File: src/rtl/osc_cls_pkg.sv
// Package: shared constants and types of the oscillator classifier.
// Assumes thresholds are listed in descending order (highest priority first).
package osc_cls_pkg;

    localparam int NUM_CLASSES = 5;

    // Strict-greater thresholds, highest first; anything below the last maps to code 0
    localparam int unsigned LADDER_TH [NUM_CLASSES] = '{19000, 15200, 13000, 9000, 7600};
    localparam logic [2:0]  LADDER_CD [NUM_CLASSES] = '{3'd4, 3'd3, 3'd0, 3'd2, 3'd1};

    typedef enum logic [1:0] {
        PH_IDLE    = 2'd0,
        PH_SETTLE  = 2'd1,
        PH_MEASURE = 2'd2,
        PH_REPORT  = 2'd3
    } phase_t;

endpackage

File: src/rtl/osc_ref_sync.sv
// Module: brings the asynchronous reference clock into the fast domain and
// emits a one-cycle tick per rising edge.
// Assumes each reference level lasts at least two fast-clock cycles.
module osc_ref_sync (
    input  logic clk,
    input  logic rst_n,
    input  logic ref_async_i,
    output logic ref_tick_o
);
    logic meta_q, sync_q, prev_q;

    // Two-flop synchronizer plus one history flop for edge detection
    always_ff @(posedge clk) begin
        if (!rst_n) begin
            meta_q <= 1'b0;
            sync_q <= 1'b0;
            prev_q <= 1'b0;
        end else begin
            meta_q <= ref_async_i;
            sync_q <= meta_q;
            prev_q <= sync_q;
        end
    end

    assign ref_tick_o = sync_q & ~prev_q;

    // an edge tick can never occur on two consecutive cycles
    a_r3_tick_single: assert property (@(posedge clk) disable iff (!rst_n)
        ref_tick_o |=> !ref_tick_o);

endmodule

File: src/rtl/osc_window_ctrl.sv
// Module: phase machine that counts reference ticks through the settle and
// measure phases and signals when the result may be reported.
// Assumes ref_tick_i is a one-cycle pulse per reference rising edge.
module osc_window_ctrl
    import osc_cls_pkg::*;
#(
    parameter int SETTLE_TICKS = 20,
    parameter int WINDOW_TICKS = 20
) (
    input  logic clk,
    input  logic rst_n,
    input  logic start_i,
    input  logic ref_tick_i,
    output logic accept_o,
    output logic measure_o,
    output logic report_o,
    output logic busy_o
);
    localparam int MAX_TICKS = (SETTLE_TICKS > WINDOW_TICKS) ? SETTLE_TICKS : WINDOW_TICKS;
    localparam int TW        = $clog2(MAX_TICKS + 1);
    localparam logic [TW-1:0] SETTLE_LAST = TW'(SETTLE_TICKS - 1);
    localparam logic [TW-1:0] WINDOW_LAST = TW'(WINDOW_TICKS - 1);

    phase_t        phase_q;
    logic [TW-1:0] tick_cnt_q;

    assign accept_o  = start_i && (phase_q == PH_IDLE);
    assign measure_o = (phase_q == PH_MEASURE);
    assign report_o  = (phase_q == PH_REPORT);
    assign busy_o    = (phase_q != PH_IDLE);

    // Advance phases on reference ticks; starts are taken only while idle
    always_ff @(posedge clk) begin
        if (!rst_n) begin
            phase_q    <= PH_IDLE;
            tick_cnt_q <= '0;
        end else begin
            unique case (phase_q)
                PH_IDLE: begin
                    tick_cnt_q <= '0;
                    if (start_i) phase_q <= PH_SETTLE;
                end
                PH_SETTLE: if (ref_tick_i) begin
                    if (tick_cnt_q == SETTLE_LAST) begin
                        tick_cnt_q <= '0;
                        phase_q    <= PH_MEASURE;
                    end else begin
                        tick_cnt_q <= tick_cnt_q + 1'b1;
                    end
                end
                PH_MEASURE: if (ref_tick_i) begin
                    if (tick_cnt_q == WINDOW_LAST) begin
                        tick_cnt_q <= '0;
                        phase_q    <= PH_REPORT;
                    end else begin
                        tick_cnt_q <= tick_cnt_q + 1'b1;
                    end
                end
                PH_REPORT: phase_q <= PH_IDLE;
                default:   phase_q <= PH_IDLE;
            endcase
        end
    end

    // a start during the measure phase does not leave that phase
    a_r9_start_ignored: assert property (@(posedge clk) disable iff (!rst_n)
        (measure_o && start_i && !ref_tick_i) |=> measure_o);

    // the report phase lasts exactly one cycle and is followed by idle
    a_r9_report_once: assert property (@(posedge clk) disable iff (!rst_n)
        report_o |=> !busy_o);

    // the measure phase is only entered from the settle phase
    a_r2_settle_first: assert property (@(posedge clk) disable iff (!rst_n)
        $rose(measure_o) |-> $past(phase_q) == PH_SETTLE);

endmodule

File: src/rtl/osc_cycle_counter.sv
// Module: counts fast-clock cycles while the window is open and holds at
// its maximum value instead of wrapping.
// Assumes clear_i and enable_i are never high together.
module osc_cycle_counter #(
    parameter int CNT_W = 16
) (
    input  logic             clk,
    input  logic             rst_n,
    input  logic             clear_i,
    input  logic             enable_i,
    output logic [CNT_W-1:0] count_o
);
    localparam logic [CNT_W-1:0] CNT_MAX = {CNT_W{1'b1}};

    // Saturating up-counter with a synchronous clear
    always_ff @(posedge clk) begin
        if (!rst_n || clear_i) begin
            count_o <= '0;
        end else if (enable_i && count_o != CNT_MAX) begin
            count_o <= count_o + 1'b1;
        end
    end

    // once at the maximum the count stays there until cleared
    a_r8_no_wrap: assert property (@(posedge clk) disable iff (!rst_n)
        (count_o == CNT_MAX && !clear_i) |=> count_o == CNT_MAX);

endmodule

File: src/rtl/osc_classifier.sv
// Module: scales the cycle count, classifies it through the threshold ladder
// and registers the select code, divider ratio and table index.
// Assumes load_i is a one-cycle pulse issued once per measurement.
module osc_classifier
    import osc_cls_pkg::*;
#(
    parameter int CNT_W = 16
) (
    input  logic             clk,
    input  logic             rst_n,
    input  logic             load_i,
    input  logic             dbl_i,
    input  logic [CNT_W-1:0] count_i,
    output logic [2:0]       sel_code_o,
    output logic [1:0]       div_ratio_o,
    output logic [1:0]       tbl_idx_o,
    output logic             done_o
);
    localparam int SW = CNT_W + 1;

    logic [SW-1:0] scaled;
    logic [2:0]    code_c;
    logic [1:0]    ratio_c, idx_c;

    // Double the count when the measured clock is pre-divided
    assign scaled = dbl_i ? {count_i, 1'b0} : {1'b0, count_i};

    // Walk the ladder lowest first so the highest matching step wins
    always_comb begin
        code_c = 3'd0;
        for (int k = NUM_CLASSES - 1; k >= 0; k--) begin
            if (scaled > SW'(LADDER_TH[k])) code_c = LADDER_CD[k];
        end
    end

    // Derive divider ratio and table index from the code
    always_comb begin
        if (code_c > 3'd2) begin
            ratio_c = 2'd2;
            idx_c   = code_c[2:1];
        end else begin
            ratio_c = 2'd1;
            idx_c   = code_c[1:0];
        end
    end

    // Hold results between reports and raise done for one cycle
    always_ff @(posedge clk) begin
        if (!rst_n) begin
            sel_code_o  <= 3'd0;
            div_ratio_o <= 2'd1;
            tbl_idx_o   <= 2'd0;
            done_o      <= 1'b0;
        end else begin
            done_o <= load_i;
            if (load_i) begin
                sel_code_o  <= code_c;
                div_ratio_o <= ratio_c;
                tbl_idx_o   <= idx_c;
            end
        end
    end

    // no code beyond the five defined values ever appears
    a_r6_code_range: assert property (@(posedge clk) disable iff (!rst_n)
        sel_code_o <= 3'd4);

    // a ratio of two always pairs with an index of half the code
    a_r7_div_index: assert property (@(posedge clk) disable iff (!rst_n)
        (div_ratio_o == 2'd2) |-> (sel_code_o > 3'd2 && tbl_idx_o == sel_code_o[2:1]));

    // results only change in the cycle done is high
    a_r10_hold: assert property (@(posedge clk) disable iff (!rst_n)
        !done_o |-> $stable(sel_code_o) || $past(!rst_n));

endmodule

File: src/rtl/osc_freq_classifier.sv
// Module: top of the reference oscillator classifier. Measures the fast clock
// against the reference clock once per accepted start and reports the class.
// Assumes ref_clk_i levels last at least two fast cycles.
module osc_freq_classifier #(
    parameter int CNT_W        = 16,
    parameter int SETTLE_TICKS = 20,
    parameter int WINDOW_TICKS = 20
) (
    input  logic       clk,
    input  logic       rst_n,
    input  logic       start_i,
    input  logic       ref_clk_i,
    input  logic       pre_div2_i,
    output logic       busy_o,
    output logic       done_o,
    output logic [2:0] sel_code_o,
    output logic [1:0] div_ratio_o,
    output logic [1:0] tbl_idx_o
);
    logic             ref_tick, accept, measure, report;
    logic [CNT_W-1:0] cycles;
    logic             dbl_q;

    osc_ref_sync u_sync (
        .clk         (clk),
        .rst_n       (rst_n),
        .ref_async_i (ref_clk_i),
        .ref_tick_o  (ref_tick)
    );

    osc_window_ctrl #(
        .SETTLE_TICKS (SETTLE_TICKS),
        .WINDOW_TICKS (WINDOW_TICKS)
    ) u_ctrl (
        .clk        (clk),
        .rst_n      (rst_n),
        .start_i    (start_i),
        .ref_tick_i (ref_tick),
        .accept_o   (accept),
        .measure_o  (measure),
        .report_o   (report),
        .busy_o     (busy_o)
    );

    // Capture the pre-divide flag when a measurement is accepted
    always_ff @(posedge clk) begin
        if (!rst_n)      dbl_q <= 1'b0;
        else if (accept) dbl_q <= pre_div2_i;
    end

    osc_cycle_counter #(.CNT_W(CNT_W)) u_cnt (
        .clk      (clk),
        .rst_n    (rst_n),
        .clear_i  (accept),
        .enable_i (measure),
        .count_o  (cycles)
    );

    osc_classifier #(.CNT_W(CNT_W)) u_cls (
        .clk         (clk),
        .rst_n       (rst_n),
        .load_i      (report),
        .dbl_i       (dbl_q),
        .count_i     (cycles),
        .sel_code_o  (sel_code_o),
        .div_ratio_o (div_ratio_o),
        .tbl_idx_o   (tbl_idx_o),
        .done_o      (done_o)
    );

    // done is a single-cycle pulse
    a_r9_done_pulse: assert property (@(posedge clk) disable iff (!rst_n)
        done_o |=> !done_o);

    // busy and done are never high together
    a_r9_busy_done: assert property (@(posedge clk) disable iff (!rst_n)
        !(busy_o && done_o));

endmodule

File: config.mk
export PLATFORM = sky130hd
export DESIGN_NAME = osc_freq_classifier
export DESIGN_NICKNAME = d
export VERILOG_FILES = /design/src/rtl/osc_cls_pkg.sv /design/src/rtl/osc_ref_sync.sv /design/src/rtl/osc_window_ctrl.sv /design/src/rtl/osc_cycle_counter.sv /design/src/rtl/osc_classifier.sv /design/src/rtl/osc_freq_classifier.sv
export SDC_FILE = /design/constraint.sdc
export NUM_CORES = 1
export LEC_CHECK = 0
export ABC_AREA = 1
export ABC_CLOCK_PERIOD_IN_PS = 1600
export BUFFER_PORTS_ARGS = -buffer_cell sky130_fd_sc_hd__buf_2
export CORE_MARGIN = 2
export CORE_UTILIZATION = 55
export DETAILED_ROUTE_END_ITERATION = 10
export PLACE_DENSITY = 0.73
export SYNTH_ARGS = -nofsm -noshare
export SYNTH_HDL_FRONTEND = slang
export SYNTH_HIERARCHICAL = 1
export SYNTH_SLANG_ARGS = --single-unit
File: constraint.sdc
create_clock -name clk -period 1.6 [get_ports clk]
set_input_delay 0.08 -clock clk [delete_from_list [all_inputs] [get_ports clk]]
set_output_delay 0.08 -clock clk [all_outputs]
set_load 0.01 [all_outputs]
==> impl_metrics.py <==
metrics = {
    "place": {
        "io_buffers": 13,
        "gp_congestion": 0.8950,
        "dpl_cell_area_sq_um": 2863,
        "dp_hpwl_microns": 4400,
        "dp.cells": 515,
        "pre_cts_slack_ns": -0.1165,
    },
    "synth": {
        "synth_top_family_by_area": "simple AND/OR/NAND/NOR gates",
        "synth_top_cell_area_share": 0.2817,
        "synthCells": 417,
        "synth-compound-area-share": 0.1157,
        "synthSimpleGateAreaFrac": 0.4738,
        "synthAdderAreaFrac": 0.03018,
        "avgSynthCellArea_sq_um": 5.965,
        "synthXorXnorAreaFrac": 0.003521,
        "ys_types": 28,
        "muxShareOfSynthArea": 0,
        "synth_top_area_cell": "dfxtp_1",
        "synthFlopType": "dfxtp_1",
        "seq_area_frac_synth": 0.2817,
        "ys_ff_latch": 35,
        "synth_edf_count": 0,
        "yosysWarnings": 6,
        "syn-num-nets": 428,
        "netlist_top_cells_area": "dfxtp_1 (28%), nand2_1 (23%), nor2_1 (9.4%)",
        "async_flop_share": 0,
        "netlist_area_sq_um": 2487,
    },
    "drt": {
        "drtIter0Drc": 117,
        "drt-pass1-iter-count": 4,
        "viasPerCell": 4.992,
        "antenna_left": 0,
        "drc": 0,
        "drt-total-wl_microns": 5712,
        "wire_per_inst_microns": 10.90,
        "via_count": 2616,
    },
    "clock_network": {
        "clkTransAtPathRegs_ns": 0.07,
        "cts_setup_buffers": 0,
        "root_buffer": "clkbuf_8",
        "cts_tree": "done",
        "cts.sinks": 35,
        "insertion_delay_ns": 0.30,
        "clockBufferDepth": 2,
        "htree_levels": 2,
        "cts_buffers": 5,
    },
    "cells_and_area": {
        "final_cell_mix": "nand2_1 (143), nor2_1 (58), inv_1 (44)",
        "final_cells": 524,
        "final_common_cell": "nand2_1",
        "finalInstanceArea_sq_um": 3068,
        "nNetsFinal": 482,
        "drive_above_1_share": 0.2479,
        "diodes": 0,
        "area_growth_pct": 23.34,
    },
    "die": {
        "dieHeight_microns": 71.25,
        "core_sq_um": 4354,
        "row_count": 24,
        "io_pins": 14,
        "die_width_microns": 71.25,
        "die_area_sq_um": 5077,
        "initial_core_util": 0.5713,
    },
    "sta": {
        "min_period_ns": 1.624,
        "final-setup-viol-count": 5,
        "skew_ns": 0.01172,
        "slew_viol_final": 0,
        "post-route-period-util": 1.015,
        "timing.final.ws_setup_ns": -0.02373,
        "slew_headroom": 0.8038,
        "finalHoldViolCount": 0,
        "max_slew.worst_pin.slew_ns": 0.2913,
        "max_freq_mhz": 615.9,
        "rsz0062_at_grt": "true",
    },
    "worst_setup_path": {
        "crit_path_frequent_cell": "nand2_1",
        "cp_data_arrival_time_ns": 1.86,
        "start_kind": "flop",
        "cp_slowest_cell": "dfxtp_4",
        "slowest_delay_ns": 0.37,
        "critical_path_required_ns": 1.84,
        "path_cells": "buf_12 > nand2_1 > nand2_2 > inv_2 > nand2_2 > nor3_4 > nand2_1 > o21ai_2 > nand2_1 > nand2_1 > nand2_2 > a21oi_2",
        "cp-end-kind": "flop",
        "critPathMaxFanout": 18,
        "worst-setup-path-type": "reg2reg",
    },
    "run_status": {
        "violations": "setup timing",
        "outcome": "finished, violations left",
    },
    "global_route": {
        "grt_pass1_wl_microns": 9977,
        "grt_max_degree": 19,
        "grtUsageTotal": 0.2420,
        "overflow": 0,
        "grt_pass1_vias": 2425,
        "grt_antenna_before_repair": 0,
    },
    "pwr": {
        "powerDensity_nw_per_um2": 936.7,
        "cellLeakagePower_nw": 1.425,
        "peakVddDrop_mv": 0.5588,
    },
    "flow_run": {
        "max-cap-violations": 0,
    },
    "min_path": {
        "hold_class": "in2reg",
    },
}
==> state kept, by name (all words and copies together) (netlist names) <==
| name | flops |
|---|---|
| u_cls/sel_code_o | 3 |
| u_sync/prev_q | 1 |
| u_cls/div_ratio_o | 2 |
| u_sync/meta_q | 1 |
| u_ctrl/phase_q | 2 |
| u_cls/tbl_idx_o | 2 |
| u_cls/done_o | 1 |
| u_cnt/count_o | 16 |
| u_ctrl/tick_cnt_q | 5 |
| u_sync/sync_q | 1 |
| dbl_q | 1 |
==> final timing paths <==
path,from,endpoint,cells after the start,slack (ns)
worst max-delay path,dbl_q$_SDFFE_PN0P_,u_cls/tbl_idx_o[0]$_SDFFE_PN0P_,12,-0.02
worst min-delay path,rst_n,u_cls/div_ratio_o[0]$_SDFFE_PN1P_,2,0.08
worst max register to register,dbl_q$_SDFFE_PN0P_,u_cls/tbl_idx_o[0]$_SDFFE_PN0P_,12,-0.02
worst min register to register,u_sync/meta_q$_SDFF_PN0_,u_sync/sync_q$_SDFF_PN0_,2,0.41
==> critical path: cells and delay by family (launching register included) <==
kind / cells / cell delay [ns]
AO/OA/AOI/OAI: 2 / 0.24
AND/OR/NAND/NOR: 8 / 0.74
buffers and inverters: 2 / 0.22
flip-flops: 1 / 0.37
==> logic make-up (layout without fill, tap and decap cells) <==
logic type                 count (synthesis)  count (layout)
adders and majority gates                  6               6
buffers and inverters                     54             109
and+or+nand+nor                          270             270
xor gates and xnor gates                   1               1
DFF                                       35              35
AOI/OAI and AO/OA                         51              51
==> report_power, final <==
group | switching [mW] | internal (mW)
registers | 0.0664 | 0.937
clock network | 0.322 | 0.304
logic | 0.747 | 0.498
total | 1.14 | 1.74
==> cell type report <==
type,instances,area [sq um]
multi-input combinational,328,1647
fill,395,1286
sequential,35,708.2
timing repair buffer,52,376.6
inverter,49,186.4
clock buffer,6,72.57
tap,52,65.06
clock inverter,2,12.51
==> what timing repair did <==
action / 4_1_cts / 5_1_grt
endpoints found under the setup margin: 9 / 11
endpoints found under the hold margin: 1 / 0
pin swaps: 3 / 0
hold buffers: 1 / 0
resized for setup: 18 / 19
==> layer usage <==
| layer | up-vias | wire length, microns | track usage | part of all wire |
|---|---|---|---|---|
| met1 | 1160 | 2718 | 0.3016 | 0.48 |
| li1 | 1420 | - | - | - |
| met4 | 0 | 144 | 0.09224 | 0.025 |
| met2 | 24 | 2727 | 0.4156 | 0.48 |
| met5 | - | 0 | 0 | 0 |
| met3 | 12 | 121 | 0.04360 | 0.021 |
==> cell usage after synthesis, types with 2 or more instances <==
cell type,count
ha_1,6
a21oi_2,2
nand4_1,6
nor3_1,2
a21oi_1,27
dfxtp_1,35
buf_6,4
nand2_1,151
o21ai_1,3
inv_2,4
nor2_1,62
o21ai_2,5
inv_1,45
nand3_2,2
nand3b_1,3
nand3_1,24
nand2_2,5
nor2_2,6
nor2_4,5
o21ai_0,12
==> metrics by stage <==
stage                       util  setup TNS, ns  power, mW  hold slack [ns]
final                     0.7046       -0.06449      2.874          0.07751
after global routing      0.7046         -1.126      3.110           0.1119
after CTS                 0.6902       -0.03383      2.847          0.07635
after detailed placement  0.6575        -0.5128      2.181           0.2655
after global placement    0.6575        -0.2931      2.161           0.2604
after floorplan                -              0      1.826           0.1490
Note: power is estimated with default switching activity, not from simulation.
